<file path="src/rtl/wdt_guard_pkg.sv">
package wdt_guard_pkg;
  localparam int OFS_LOAD_LO = 'h00;
  localparam int OFS_LOAD_HI = 'h04;
  localparam int OFS_CTRL    = 'h08;
  localparam int OFS_LOCK    = 'h20;
  localparam int OFS_MOD_EN  = 'h24;
  localparam int OFS_CLK_EN  = 'h28;
  localparam int OFS_RST_STS = 'h2C;

  localparam logic [15:0] UNLOCK_KEY = 16'hE551;
  localparam logic [7:0]  WDT_CAUSE  = 8'hF0;

  localparam int CTRL_RUN   = 1;
  localparam int CTRL_NEW   = 2;
  localparam int CTRL_RSTEN = 3;
  localparam int CTRL_EXP   = 4;
  localparam int EN_BIT     = 2;

  typedef struct packed {
    logic rst_en;
    logic new_load;
    logic run;
  } ctrl_t;
endpackage

</file>
<file path="src/rtl/wdt_lock_gate.sv">
module wdt_lock_gate
  import wdt_guard_pkg::*;
#(
  parameter int DW = 16
) (
  input  logic          clk,
  input  logic          rst,
  input  logic          lock_wr,
  input  logic [DW-1:0] wr_data,
  output logic          locked
);
  always_ff @(posedge clk) begin
    if (rst) begin
      locked <= 1'b1;
    end else if (lock_wr) begin
      locked <= (wr_data != DW'(UNLOCK_KEY));
    end
  end
endmodule

</file>
<file path="src/rtl/wdt_regfile.sv">
module wdt_regfile
  import wdt_guard_pkg::*;
#(
  parameter int DW = 16,
  parameter int AW = 6,
  localparam int LW = 2 * DW
) (
  input  logic          clk,
  input  logic          rst,
  input  logic          wr_en,
  input  logic [AW-1:0] wr_addr,
  input  logic [DW-1:0] wr_data,
  input  logic          rd_en,
  input  logic [AW-1:0] rd_addr,
  input  logic          locked,
  input  logic          hw_stop_run,
  input  logic          hw_cause,
  input  logic          expired,
  output logic [DW-1:0] rd_data,
  output logic [LW-1:0] load_val,
  output ctrl_t         ctrl,
  output logic          enabled,
  output logic          lock_wr,
  output logic          newload_req,
  output logic [DW-1:0] rst_status
);
  logic [DW-1:0] load_lo, load_hi, mod_en, clk_en;
  logic          wr_lo, wr_hi, wr_ctrl, wr_mod, wr_clk, wr_sts;
  logic [DW-1:0] sts_next, rd_mux;

  assign wr_lo   = wr_en && !locked && (wr_addr == AW'(OFS_LOAD_LO));
  assign wr_hi   = wr_en && !locked && (wr_addr == AW'(OFS_LOAD_HI));
  assign wr_ctrl = wr_en && !locked && (wr_addr == AW'(OFS_CTRL));
  assign lock_wr = wr_en && (wr_addr == AW'(OFS_LOCK));
  assign wr_mod  = wr_en && (wr_addr == AW'(OFS_MOD_EN));
  assign wr_clk  = wr_en && (wr_addr == AW'(OFS_CLK_EN));
  assign wr_sts  = wr_en && (wr_addr == AW'(OFS_RST_STS));

  assign load_val = {load_hi, load_lo};
  assign enabled  = mod_en[EN_BIT] && clk_en[EN_BIT];

  always_comb begin
    sts_next = wr_sts ? wr_data : rst_status;
    if (hw_cause) sts_next[7:0] = WDT_CAUSE;
  end

  always_ff @(posedge clk) begin
    if (rst) begin
      load_lo     <= '0;
      load_hi     <= '0;
      ctrl        <= '0;
      mod_en      <= '0;
      clk_en      <= '0;
      rst_status  <= '0;
      newload_req <= 1'b0;
    end else begin
      if (wr_lo) load_lo <= wr_data;
      if (wr_hi) load_hi <= wr_data;
      if (wr_mod) mod_en <= wr_data;
      if (wr_clk) clk_en <= wr_data;
      rst_status <= sts_next;
      if (wr_ctrl) begin
        ctrl.run      <= wr_data[CTRL_RUN];
        ctrl.new_load <= wr_data[CTRL_NEW];
        ctrl.rst_en   <= wr_data[CTRL_RSTEN];
      end
      if (hw_stop_run) ctrl.run <= 1'b0;
      newload_req <= wr_lo && ctrl.new_load;
    end
  end

  always_comb begin
    rd_mux = '0;
    case (rd_addr)
      AW'(OFS_LOAD_LO): rd_mux = load_lo;
      AW'(OFS_LOAD_HI): rd_mux = load_hi;
      AW'(OFS_CTRL): begin
        rd_mux[CTRL_RUN]   = ctrl.run;
        rd_mux[CTRL_NEW]   = ctrl.new_load;
        rd_mux[CTRL_RSTEN] = ctrl.rst_en;
        rd_mux[CTRL_EXP]   = expired;
      end
      AW'(OFS_LOCK):    rd_mux[0] = locked;
      AW'(OFS_MOD_EN):  rd_mux = mod_en;
      AW'(OFS_CLK_EN):  rd_mux = clk_en;
      AW'(OFS_RST_STS): rd_mux = rst_status;
      default:          rd_mux = '0;
    endcase
  end

  always_ff @(posedge clk) begin
    if (rst) rd_data <= '0;
    else if (rd_en) rd_data <= rd_mux;
  end
endmodule

</file>
<file path="src/rtl/wdt_countdown.sv">
module wdt_countdown #(
  parameter int CW = 32
) (
  input  logic          clk,
  input  logic          rst,
  input  logic          tick,
  input  logic          run,
  input  logic          enabled,
  input  logic          newload_req,
  input  logic [CW-1:0] load_val,
  output logic          reload,
  output logic          expire
);
  logic [CW-1:0] cnt;
  logic          run_q, armed, step;

  assign reload = (run && !run_q) || (newload_req && run);
  assign step   = tick && run && enabled && armed && !reload;
  assign expire = step && (cnt <= CW'(1));

  always_ff @(posedge clk) begin
    if (rst) begin
      cnt   <= '0;
      run_q <= 1'b0;
      armed <= 1'b0;
    end else begin
      run_q <= run;
      if (reload) begin
        cnt   <= load_val;
        armed <= 1'b1;
      end else if (expire) begin
        cnt   <= '0;
        armed <= 1'b0;
      end else if (step) begin
        cnt <= cnt - CW'(1);
      end
    end
  end
endmodule

</file>
<file path="src/rtl/wdt_reset_pulse.sv">
module wdt_reset_pulse (
  input  logic clk,
  input  logic rst,
  input  logic tick,
  input  logic expire,
  input  logic rst_en,
  input  logic reload,
  output logic rst_req,
  output logic expired
);
  always_ff @(posedge clk) begin
    if (rst) begin
      rst_req <= 1'b0;
      expired <= 1'b0;
    end else begin
      if (expire && rst_en) rst_req <= 1'b1;
      else if (tick) rst_req <= 1'b0;
      if (reload) expired <= 1'b0;
      else if (expire && !rst_en) expired <= 1'b1;
    end
  end
endmodule

</file>
<file path="src/rtl/wdt_lockable_reset.sv">
module wdt_lockable_reset
  import wdt_guard_pkg::*;
#(
  parameter int DW = 16,
  parameter int AW = 6,
  localparam int LW = 2 * DW
) (
  input  logic          clk,
  input  logic          rst,
  input  logic          tick,
  input  logic          wr_en,
  input  logic [AW-1:0] wr_addr,
  input  logic [DW-1:0] wr_data,
  input  logic          rd_en,
  input  logic [AW-1:0] rd_addr,
  output logic [DW-1:0] rd_data,
  output logic          sys_rst_req,
  output logic          expired
);
  logic          locked, lock_wr, enabled, newload_req, reload, expire, hw_stop;
  logic [LW-1:0] load_val;
  logic [DW-1:0] rst_status;
  ctrl_t         ctrl_q;

  assign hw_stop = expire && ctrl_q.rst_en;

  wdt_lock_gate #(.DW(DW)) u_lock (
    .clk(clk), .rst(rst), .lock_wr(lock_wr), .wr_data(wr_data), .locked(locked)
  );

  wdt_regfile #(.DW(DW), .AW(AW)) u_regs (
    .clk(clk), .rst(rst), .wr_en(wr_en), .wr_addr(wr_addr), .wr_data(wr_data),
    .rd_en(rd_en), .rd_addr(rd_addr), .locked(locked), .hw_stop_run(hw_stop),
    .hw_cause(hw_stop), .expired(expired), .rd_data(rd_data), .load_val(load_val),
    .ctrl(ctrl_q), .enabled(enabled), .lock_wr(lock_wr), .newload_req(newload_req),
    .rst_status(rst_status)
  );

  wdt_countdown #(.CW(LW)) u_cnt (
    .clk(clk), .rst(rst), .tick(tick), .run(ctrl_q.run), .enabled(enabled),
    .newload_req(newload_req), .load_val(load_val), .reload(reload), .expire(expire)
  );

  wdt_reset_pulse u_pulse (
    .clk(clk), .rst(rst), .tick(tick), .expire(expire), .rst_en(ctrl_q.rst_en),
    .reload(reload), .rst_req(sys_rst_req), .expired(expired)
  );
endmodule

</file>
<file path="config.mk">
export PLATFORM = sky130hd
export DESIGN_NAME = wdt_lockable_reset
export DESIGN_NICKNAME = d
export VERILOG_FILES = /design/src/rtl/wdt_guard_pkg.sv /design/src/rtl/wdt_lock_gate.sv /design/src/rtl/wdt_regfile.sv /design/src/rtl/wdt_countdown.sv /design/src/rtl/wdt_reset_pulse.sv /design/src/rtl/wdt_lockable_reset.sv
export SDC_FILE = /design/constraint.sdc
export NUM_CORES = 1
export LEC_CHECK = 0
export BUFFER_PORTS_ARGS = -buffer_cell sky130_fd_sc_hd__buf_2
export CORE_MARGIN = 4
export CORE_UTILIZATION = 30
export DETAILED_ROUTE_END_ITERATION = 10
export SLEW_MARGIN = 10
export SYNTH_ARGS = -nofsm -noshare
export SYNTH_HDL_FRONTEND = slang
export SYNTH_SLANG_ARGS = --single-unit
export TNS_END_PERCENT = 10
</file>
<file path="constraint.sdc">
create_clock -name clk -period 2.08 [get_ports clk]
set_input_delay 0.416 -clock clk [delete_from_list [all_inputs] [get_ports clk]]
set_output_delay 0.416 -clock clk [all_outputs]
set_load 0.005 [all_outputs]
</file>
==> qor.yml <==
slowest_delay_ps: 530
holdWs_ps: 291
place_hpwl_um: 13100
synthTopCellsByArea: "dfxtp_1 45%, mux2i_1 9.3%, nand2_1 6.8%"
seq_area_frac_synth_pct: 45.3
io_pins: 51
drive_gt1_share_pct: 21.5
max_freq_mhz: 459
yosysTopAreaCellShare_pct: 45.3
final_cells: 1094
violations: "setup timing"
power_leakage_nw: 2.89
synth_edf_count: 0
synth.avg_cell_area_um2: 8.49
cp.buffers_inverters: 0
via_per_inst: 5.15
drc: 0
cp.required_ps: 2360
syn-num-nets: 749
diodes: 0
synth_top_family_by_area: "simple AND/OR/NAND/NOR gates"
antenna_found_initial: 0
crit_family: "simple AND/OR/NAND/NOR gates"
rows: 51
wl_per_cell_um: 17.0
dp.cells: 1062
fin_nets: 851
coreArea_um2: 19700
cp_common_cell: "or4_4"
slew_viol_final: 0
period_minus_slack_ps: 2180
antenna_left: 0
ys.flop_type: "dfxtp_1"
cts_buffer_depth: 2
clock_latency_ps: 420
synthDistinctLibCells: 50
numCtsBuffers: 17
synth_xor_area_share_pct: 2.75
fill_cells: 2008
drt_iter0_markers: 448
ir_drop_uv: 511
hold_viol: 0
cts-root-buf: "clkbuf_16"
synth_cells: 714
rsz0062_at_grt: "yes"
grt.busiest_layer: "met2"
dr.pass1.iters: 7
hold_path.class: "input port to flip-flop"
clk_pin_slew_worst_paths_ps: 60
met3_usage_pct: 3.73
layout_setup_ws_ps: -101
start_kind: "flip-flop"
synth_compound_area_share_pct: 15.1
max_cap_violations: 0
synth_warnings: 0
ys_seq_elements: 137
synth_area_um2: 6060
htree_levels: 4
path_max_fanout: 2
p_per_area_nw_per_um2: 751
start_util_pct: 30.8
outcome: "finished, violations left"
grt_pass1_vias: 5336
crit_chain: "or4_4 -> nand2b_4 -> or4_4 -> or4_4 -> nand3_1 -> a21oi_1"
post-route-period-util_pct: 105
relSlewSlack_pct: 56.3
die_w_um: 150
crit_slowest_cell: "or4_4"
synth_fa_ha_area_share_pct: 0.413
met1_usage_pct: 23.3
synth_most_common_cell: "dfxtp_1"
yosys.area_share.simple_pct: 24.3
cts.sinks: 137
max_slew.worst_pin.slew_ps: 655
vias: 5633
ys_async_sr_fraction_pct: 0
area_growth_pct: 29.5
cts_tree: "built"
gp_congestion: 0.897
setup_viol: 4
setup.worst_path.end_class: "flip-flop"
wirelength_um: 18600
grt_pass1_wl_um: 29600
dieArea_um2: 22500
grt_max_degree: 52
worstPathArrival_ps: 2460
fp.dieH_um: 150
met2_usage_pct: 26.0
path_class: "flip-flop to flip-flop"
cts_setup_buffers: 0
finClkSkew_ps: 7.53
synthTopCellsByCount: "137 x dfxtp_1, 110 x nand2_1, 107 x nor2_1"
grt_usage_pct: 16.7
overflow: 0
yosysTopAreaCell: "dfxtp_1"
synthMuxAreaShare_pct: 9.25
io_buffers: 50
-- kinds of logic after synthesis --
kind of cell,count (synthesis)
muxes,56
adders and majority gates,2
and+or+nand+nor,315
AOI/OAI and AO/OA,138
xor gates and xnor gates,19
buffers and inverters,47
DFF,137
-- worst register-to-register path, delay by kind of cell, from the launching register on --
kind             cells  cell delay (ps)
AND/OR/NAND/NOR      5             1660
flip-flops           1              320
AO/OA/AOI/OAI        1               60
-- sequential cells by signal, summed over array words and instances, names as in the netlist --
| name | cells |
|---|---|
| u_cnt.armed | 1 |
| u_cnt.cnt | 32 |
| u_cnt.run_q | 1 |
| u_lock.locked | 1 |
| u_pulse.expired | 1 |
| u_pulse.rst_req | 1 |
| u_regs.clk_en | 16 |
| u_regs.ctrl | 3 |
| u_regs.load_hi | 16 |
| u_regs.load_lo | 16 |
| u_regs.mod_en | 16 |
| u_regs.newload_req | 1 |
| u_regs.rd_data | 16 |
| u_regs.rst_status | 16 |
-- layout make-up --
cell class	count	area (µm²)	area share [%]
Multi-Input combinational cell	530	3220	41.1
Clock buffer	20	447	5.69
Clock inverter	12	140	1.79
Timing Repair Buffer	125	943	12.0
Tap cell	265	332	4.23
Inverter	5	18.8	0.239
Sequential cell	137	2740	35.0
-- path summary, 6_finish.rpt --
kind | from | to | slack (ps) | cells past startpoint
worst max-delay path | u_cnt.cnt[5] | u_cnt.cnt[30] | -100 | 6
worst min-delay path | tick | u_pulse.rst_req | 290 | 3
worst max register to register | u_cnt.cnt[5] | u_cnt.cnt[30] | -100 | 6
worst min register to register | u_regs.rst_status[0] | u_regs.rst_status[0] | 450 | 2
-- layer usage --
metal / vias up / part of all wire, % / wire (µm)
met3: 19 / 5.7 / 1070
met1: 2673 / 47 / 8820
met2: 166 / 45 / 8440
li1: 2775 / - / -
met4: 0 / 1.5 / 277
met5: - / 0 / 0
-- what timing repair did --
item	CTS	global route
endpoints found under the setup margin	26	41
pin swaps	0	5
hold endpoints to repair	0	0
resized for setup	3	30
hold buffers	0	0
-- layout by cell type (no fill, tap or decap), drive strengths merged, types with 3 or more instances in the layout --
cell type / n
a21oi: 37
a222oi: 12
a22oi: 27
a311oi: 12
a31oi: 12
and3: 4
buf: 125
clkbuf: 20
clkinv: 3
clkinvlp: 3
dfxtp: 137
inv: 9
mux2i: 56
nand2: 110
nand2b: 10
nand3: 16
nand4: 11
nor2: 107
nor3: 19
nor4: 11
o21ai: 26
or3: 4
or4: 6
xnor2: 12
xor2: 7
-- metrics by stage --
stage          instance area [µm²]  power (W)  util (%)  worst slack (ps)  TNS (ps)
2_1_floorplan                 6060    0.00280         -              -121     -1080
3_3_place_gp                  7170    0.00293      36.5             -71.9      -540
3_5_place_dp                  7170    0.00293      36.5             -74.3      -751
4_1_cts                       7770    0.00594      39.5             -88.4      -484
5_1_grt                       7850    0.00607      39.9              -172     -2240
6_report                      7850    0.00589      39.9              -101      -253
-- power breakdown --
part,internal (W),total [W],switching [W],leakage (nW)
logic,0.0000766,0.000223,0.000147,1.50
registers,0.00264,0.00265,0.0000104,1.11
clock network,0.00181,0.00301,0.00120,0.278
total,0.00453,0.00589,0.00136,2.89
Note: power is estimated with default switching activity, not from simulation.
